<file path="src/rtl/pvi_pkg.sv">
package pvi_pkg;
  localparam logic [7:0] OFF_RAW    = 8'h00;
  localparam logic [7:0] OFF_MASKED = 8'h01;
  localparam logic [7:0] OFF_EN     = 8'h02;
  localparam logic [7:0] OFF_ENSET  = 8'h03;
  localparam logic [7:0] OFF_ENCLR  = 8'h04;
  localparam logic [7:0] OFF_VECTOR = 8'h05;
  localparam logic [7:0] OFF_EOS    = 8'h06;
  localparam logic [7:0] OFF_DFLT   = 8'h07;
  localparam logic [7:0] OFF_ID     = 8'h08;
  localparam logic [7:0] OFF_LEVEL  = 8'h09;
  localparam logic [7:0] PRIO_BASE  = 8'h40;
  localparam logic [7:0] VECT_BASE  = 8'h80;
  localparam int         DEPTH_LSB  = 8;
endpackage

</file>
<file path="src/rtl/pvi_regs.sv">
module pvi_regs #(
  parameter int NUM_SRC = 16,
  parameter int PRIO_W  = 4,
  parameter int DATA_W  = 32,
  parameter int ADDR_W  = 8
) (
  input  logic                              clk,
  input  logic                              rst_n,
  input  logic                              wr_en,
  input  logic [ADDR_W-1:0]                 addr,
  input  logic [DATA_W-1:0]                 wdata,
  output logic [NUM_SRC-1:0]                en_q,
  output logic [NUM_SRC-1:0][PRIO_W-1:0]    prio_q,
  output logic [NUM_SRC-1:0][DATA_W-1:0]    vect_q,
  output logic [DATA_W-1:0]                 dflt_q
);
  import pvi_pkg::*;

  always_ff @(posedge clk) begin
    if (!rst_n) begin
      en_q   <= '0;
      dflt_q <= '0;
    end else if (wr_en) begin
      if (addr == ADDR_W'(OFF_ENSET))
        en_q <= en_q | wdata[NUM_SRC-1:0];
      else if (addr == ADDR_W'(OFF_ENCLR))
        en_q <= en_q & ~wdata[NUM_SRC-1:0];
      if (addr == ADDR_W'(OFF_DFLT))
        dflt_q <= wdata;
    end
  end

  for (genvar i = 0; i < NUM_SRC; i++) begin : g_line
    always_ff @(posedge clk) begin
      if (!rst_n) begin
        prio_q[i] <= '0;
        vect_q[i] <= '0;
      end else if (wr_en) begin
        if (addr == ADDR_W'(PRIO_BASE + i)) prio_q[i] <= wdata[PRIO_W-1:0];
        if (addr == ADDR_W'(VECT_BASE + i)) vect_q[i] <= wdata;
      end
    end
  end
endmodule

</file>
<file path="src/rtl/pvi_arbiter.sv">
module pvi_arbiter #(
  parameter int NUM_SRC = 16,
  parameter int PRIO_W  = 4,
  localparam int IDX_W  = (NUM_SRC > 1) ? $clog2(NUM_SRC) : 1
) (
  input  logic [NUM_SRC-1:0]             pend,
  input  logic [NUM_SRC-1:0][PRIO_W-1:0] prio,
  input  logic [PRIO_W-1:0]              level,
  output logic                           found,
  output logic [IDX_W-1:0]               win_idx,
  output logic [PRIO_W-1:0]              win_prio
);
  // Upward scan with strict compare: an equal priority at a higher index
  // never displaces the earlier (lower-index) holder.
  always_comb begin
    found    = 1'b0;
    win_idx  = '0;
    win_prio = level;
    for (int i = 0; i < NUM_SRC; i++) begin
      if (pend[i] && (prio[i] > win_prio)) begin
        found    = 1'b1;
        win_idx  = IDX_W'(i);
        win_prio = prio[i];
      end
    end
  end
endmodule

</file>
<file path="src/rtl/pvi_nest_stack.sv">
module pvi_nest_stack #(
  parameter int PRIO_W = 4,
  parameter int DEPTH  = 4,
  localparam int CNT_W = $clog2(DEPTH + 1)
) (
  input  logic              clk,
  input  logic              rst_n,
  input  logic              push,
  input  logic              pop,
  input  logic [PRIO_W-1:0] din,
  output logic [PRIO_W-1:0] level,
  output logic [CNT_W-1:0]  depth,
  output logic              full
);
  logic [DEPTH-1:0][PRIO_W-1:0] stk;
  logic                         empty;

  assign empty = (depth == '0);
  assign full  = (depth == CNT_W'(DEPTH));

  always_ff @(posedge clk) begin
    if (!rst_n) begin
      depth <= '0;
      stk   <= '0;
    end else if (push && pop && !empty) begin
      for (int k = 0; k < DEPTH; k++)
        if (CNT_W'(k + 1) == depth) stk[k] <= din;
    end else if (push && !full) begin
      for (int k = 0; k < DEPTH; k++)
        if (CNT_W'(k) == depth) stk[k] <= din;
      depth <= depth + 1'b1;
    end else if (pop && !empty) begin
      depth <= depth - 1'b1;
    end
  end

  always_comb begin
    level = '0;
    for (int k = 0; k < DEPTH; k++)
      if (CNT_W'(k + 1) == depth) level = stk[k];
  end
endmodule

</file>
<file path="src/rtl/prio_vec_intc.sv">
module prio_vec_intc #(
  parameter int NUM_SRC    = 16,
  parameter int PRIO_W     = 4,
  parameter int DATA_W     = 32,
  parameter int ADDR_W     = 8,
  parameter int NEST_DEPTH = 4
) (
  input  logic               clk,
  input  logic               rst_n,
  input  logic [NUM_SRC-1:0] src_i,
  input  logic [ADDR_W-1:0]  bus_addr_i,
  input  logic [DATA_W-1:0]  bus_wdata_i,
  input  logic               bus_wr_i,
  input  logic               bus_rd_i,
  output logic [DATA_W-1:0]  bus_rdata_o,
  output logic               irq_o
);
  import pvi_pkg::*;

  localparam int IDX_W = (NUM_SRC > 1) ? $clog2(NUM_SRC) : 1;
  localparam int CNT_W = $clog2(NEST_DEPTH + 1);

  logic [NUM_SRC-1:0]             en_q;
  logic [NUM_SRC-1:0][PRIO_W-1:0] prio_q;
  logic [NUM_SRC-1:0][DATA_W-1:0] vect_q;
  logic [DATA_W-1:0]              dflt_q;
  logic [NUM_SRC-1:0]             masked;
  logic                           found;
  logic [IDX_W-1:0]               win_idx;
  logic [PRIO_W-1:0]              win_prio;
  logic [PRIO_W-1:0]              cur_level;
  logic [CNT_W-1:0]               stk_depth;
  logic                           stk_full;
  logic                           vec_rd, take, eos_wr;
  logic [DATA_W-1:0]              rd_next, vec_data;

  pvi_regs #(
    .NUM_SRC(NUM_SRC), .PRIO_W(PRIO_W), .DATA_W(DATA_W), .ADDR_W(ADDR_W)
  ) u_regs (
    .clk(clk), .rst_n(rst_n), .wr_en(bus_wr_i), .addr(bus_addr_i),
    .wdata(bus_wdata_i), .en_q(en_q), .prio_q(prio_q), .vect_q(vect_q),
    .dflt_q(dflt_q)
  );

  assign masked = src_i & en_q;

  pvi_arbiter #(.NUM_SRC(NUM_SRC), .PRIO_W(PRIO_W)) u_arb (
    .pend(masked), .prio(prio_q), .level(cur_level),
    .found(found), .win_idx(win_idx), .win_prio(win_prio)
  );

  assign irq_o  = found && !stk_full;
  assign vec_rd = bus_rd_i && (bus_addr_i == ADDR_W'(OFF_VECTOR));
  assign take   = vec_rd && irq_o;
  assign eos_wr = bus_wr_i && (bus_addr_i == ADDR_W'(OFF_EOS));

  pvi_nest_stack #(.PRIO_W(PRIO_W), .DEPTH(NEST_DEPTH)) u_stack (
    .clk(clk), .rst_n(rst_n), .push(take), .pop(eos_wr), .din(win_prio),
    .level(cur_level), .depth(stk_depth), .full(stk_full)
  );

  always_comb begin
    vec_data = dflt_q;
    if (irq_o) vec_data = vect_q[win_idx];
  end

  always_comb begin
    rd_next = '0;
    case (bus_addr_i)
      ADDR_W'(OFF_RAW):    rd_next[NUM_SRC-1:0] = src_i;
      ADDR_W'(OFF_MASKED): rd_next[NUM_SRC-1:0] = masked;
      ADDR_W'(OFF_EN):     rd_next[NUM_SRC-1:0] = en_q;
      ADDR_W'(OFF_VECTOR): rd_next = vec_data;
      ADDR_W'(OFF_DFLT):   rd_next = dflt_q;
      ADDR_W'(OFF_ID): begin
        rd_next[DATA_W-1]  = irq_o;
        rd_next[IDX_W-1:0] = win_idx;
      end
      ADDR_W'(OFF_LEVEL): begin
        rd_next[PRIO_W-1:0]          = cur_level;
        rd_next[DEPTH_LSB +: CNT_W]  = stk_depth;
      end
      default: begin
        for (int i = 0; i < NUM_SRC; i++) begin
          if (bus_addr_i == ADDR_W'(PRIO_BASE + i)) rd_next[PRIO_W-1:0] = prio_q[i];
          if (bus_addr_i == ADDR_W'(VECT_BASE + i)) rd_next = vect_q[i];
        end
      end
    endcase
  end

  always_ff @(posedge clk) begin
    if (!rst_n)        bus_rdata_o <= '0;
    else if (bus_rd_i) bus_rdata_o <= rd_next;
  end
endmodule

</file>
<file path="config.mk">
export PLATFORM = sky130hd
export DESIGN_NAME = prio_vec_intc
export DESIGN_NICKNAME = d
export VERILOG_FILES = /design/src/rtl/pvi_pkg.sv /design/src/rtl/pvi_regs.sv /design/src/rtl/pvi_arbiter.sv /design/src/rtl/pvi_nest_stack.sv /design/src/rtl/prio_vec_intc.sv
export SDC_FILE = /design/constraint.sdc
export NUM_CORES = 2
export LEC_CHECK = 0
export ABC_CLOCK_PERIOD_IN_PS = 32299
export BUFFER_PORTS_ARGS = -buffer_cell sky130_fd_sc_hd__buf_2
export CAP_MARGIN = 20
export CORE_ASPECT_RATIO = 1.4
export CORE_MARGIN = 2
export CORE_UTILIZATION = 56
export DETAILED_ROUTE_END_ITERATION = 8
export MAX_ROUTING_LAYER = met4
export PLACE_DENSITY = 0.8
export SLEW_MARGIN = 30
export SYNTH_ARGS = -nofsm -noshare
export SYNTH_HDL_FRONTEND = slang
export SYNTH_SLANG_ARGS = --single-unit
export TNS_END_PERCENT = 20
</file>
<file path="constraint.sdc">
create_clock -name clk -period 32.3 [get_ports clk]
set_clock_uncertainty 0.2 [all_clocks]
set_input_delay 3.23 -clock clk [delete_from_list [all_inputs] [get_ports clk]]
set_output_delay 3.23 -clock clk [all_outputs]
set_load 0.03 [all_outputs]
</file>
==> flow_summary_export.csv <==
group,metric,value,unit
status,status,"finished, final reports clean",
yosys,synth_top_cell_by_area,"dfxtp_1",
place,hpwl,101000,um
grt,first_global_vias,39714,
yosys,ys_top_cells_by_area,"dfxtp_1 (35%), nand2_1 (16%), a21boi_0 (12%)",
yosys,syn_avg_cell_area,7.36,um^2
setup_path,timing.critical_path.slowest_stage_cell,"a2111oi_2",
yosys,synth_cell_types,100,
clock_tree,clockBufferDepth,3,
setup_path,cp_slowest_stage_delay,0.41,ns
setup_path,crit_buf_inv,14,
die,die_w,226,um
yosys,synth_top_family_by_area,"compound AO/OA/AOI/OAI gates",
timing,max-slew-margin-rel,24.2,%
yosys,yosys.area_share.simple,25.2,%
clock_tree,insertion_delay,0.67,ns
yosys,synth_cells,5227,
grt,grt_pass1_wl,252000,um
clock_tree,cts.clk_slew.worst_paths,0.07,ns
clock_tree,cts_buffers,66,
grt,antenna_found_initial,16,
route,wl_per_cell,28.8,um
cells_and_area,final_nets,5196,
clock_tree,htreeDepth,3,
pwr,vdd_ir_drop_max,0.0306,mV
cells_and_area,drive_gt1_share,10.9,%
yosys,synthArstFlopShare,0,%
setup_path,cp_top_family,"compound AO/OA/AOI/OAI gates",
route,final_antenna_net_count,0,
yosys,synth.top_cell.area_share,35.1,%
setup_path,worst_path_most_repeated_cell,"ha_1",
route,drt-total-wl,173000,um
place,globalplace.congestion,1.03,
clock_tree,ctsRootBufferMaster,"clkbuf_16",
yosys,synth_nets,5343,
timing,finalHoldViolCount,0,
yosys,synth.ff_latch_count,675,
yosys,synth_compound_area_share,27.6,%
die,core,0.0679,mm^2
setup_path,crit_type,"in2out",
route,wl_met3,26000,um
yosys,netlist_area,0.0385,mm^2
route,dr.pass1.iters,8,
setup_path,end_kind,"primary output",
grt,grt_overflow,0,
timing,setup_viol,0,
route,dr_total_vias,42748,
pwr,powerDensity,41.2,mW/mm^2
route,top_layer,"met4",
yosys,synth_mux_area_share,4.03,%
place,port_buffers,92,
yosys,ys_warn_count,0,
setup_path,worst_ep_arrival_time,28.00,ns
setup_path,start_kind,"input pin",
timing,finalCritPeriodShare,97.3,%
cells_and_area,fin_cells,6009,
setup_path,crit_fanout,7,
timing,min_period,31.43,ns
yosys,synth_ff_type,"dfxtp_1",
timing,finalSetupTns,0,ns
cells_and_area,nFillCells,5983,
clock_tree,cts-hold-fix-buffers,0,
hold_path,hold_path.class,"reg2reg",
route,dr_wl_met2,70300,um
timing,setup_slack,0.865,ns
yosys,yosysSeqAreaShare,35.1,%
yosys,yosys.area_share.xor_xnor,0.296,%
clock_tree,clock_sinks,675,
grt,grt_max_degree,141,
clock_tree,cts_tree,"yes",
timing,drv_slew,0,
route,drc,0,
timing,fmax,0.0318,GHz
die,ioPinCount,93,
yosys,synth_adder_area_share,1.87,%
die,dieHeight,314,um
timing,worst_pin_slew,1.13,ns
pwr,leakage,0.0141,uW
die,die_area,0.0708,mm^2
die,initial_utilization,56.7,%
route,drt-initial-drc-count,7939,
place,dp_cells,5841,
route,routed_via_density,7.11,
place,dp_slack,-0.406,ns
cells_and_area,fin_util,62.6,%
setup_path,cp.required,28.87,ns
die,placementRows,113,
run,drv_cap,0,
grt,grt_usage,49.1,%
route,wl_met1,56300,um
cells_and_area,syn_to_final_growth,10.4,%
yosys,synth_edf_count,0,
==> worst reg2reg max path: cells and delay by family, from the launching register on <==
family / cells / cell delay, ns
flops: 1 / 0.72
simple gates: 31 / 4.94
mux: 12 / 3.78
compound gates: 64 / 12.60
fa+ha+maj: 18 / 5.20
buf+inv: 17 / 2.66
==> through the flow <==
step           area (um^2)  total power (uW)  hold WS (ns)
2_1_floorplan        38500               904         0.229
3_3_place_gp         39400               932         0.244
3_5_place_dp         39500               933         0.251
4_1_cts              41800              1740         0.260
5_1_grt              42500              1770         0.277
6_report             42500              1750         0.261
==> state kept, by name (all words and copies together), names as in the netlist, named ones only <==
register and cells:
bus_rdata_o 32, u_regs.dflt_q 32, u_regs.prio_q 64, u_regs.vect_q 512
u_stack.depth 3, u_stack.stk 16
==> worst paths after layout <==
check	startpoint	to	slack (ns)	cells after the start
max	src_i[0]	irq_o	0.87	132
min	u_stack.stk[0]	u_stack.stk[0]	0.26	2
max reg2reg	u_stack.depth[2]	bus_rdata_o[18]	2.12	142
min reg2reg	u_stack.stk[0]	u_stack.stk[0]	0.26	2
==> synth_stat cells (all sizes together), types with 56 or more instances <==
cell type  instances
o21ai            149
nand4             67
inv               81
a22oi            122
nand2           1631
dfxtp            675
a21boi           616
a31oi             71
nand3            321
ha                56
mux2i            113
clkbuf           382
a21oi            167
buf               91
nor2             133
==> per-layer routing <==
metal,track usage [%],vias up
met2,68.8,3793
li1,-,17957
met5,-,-
met3,18.3,1482
met1,53.5,19516
met4,44.9,0
==> layout by cell type (no fill, tap or decap), types with 45 or more instances in the layout <==
cell type     n
nand4_1      66
a31oi_1      71
inv_1        76
buf_4       158
nand3_1     317
a221oi_1     45
dfxtp_1     674
a21boi_0    614
nor2_1      111
a21oi_1     151
mux2i_1     109
buf_2        89
o211ai_1     48
a22oi_1     122
o21ai_0     123
nand2_1    1610
ha_1         48
clkbuf_16    69
==> repair_timing <==
item / CTS / global route
gates cloned: 0 / 0
pin swaps: 4 / 39
setup endpoints to repair: 1 / 33
buffers inserted: 3 / 28
resized for setup: 10 / 77
==> area by class of cell <==
class / count / area, um^2 / area share, %
antenna: 16 / 40.0 / 0.0943
inverter: 81 / 304 / 0.716
clock buffer: 93 / 1920 / 4.51
timing repair buffer: 258 / 1830 / 4.31
clock inverter: 26 / 328 / 0.772
multi-input combinational: 3998 / 23400 / 55.2
tap: 862 / 1080 / 2.54
sequential: 675 / 13500 / 31.8
==> cells by family (layout without fill, tap and decap cells) <==
group	after synthesis	after routing
fa+ha+maj	58	58
xor+xnor	13	13
simple gates	2311	2311
other cells	0	16
compound gates	1469	1469
mux	147	147
buf+inv	554	458
flops	675	675
==> report_power, final <==
part	internal [uW]	switching, uW
Sequential	835	3.60
Clock	465	366
Combinational	23.1	58.1
Power figures use the tool's default switching activity.
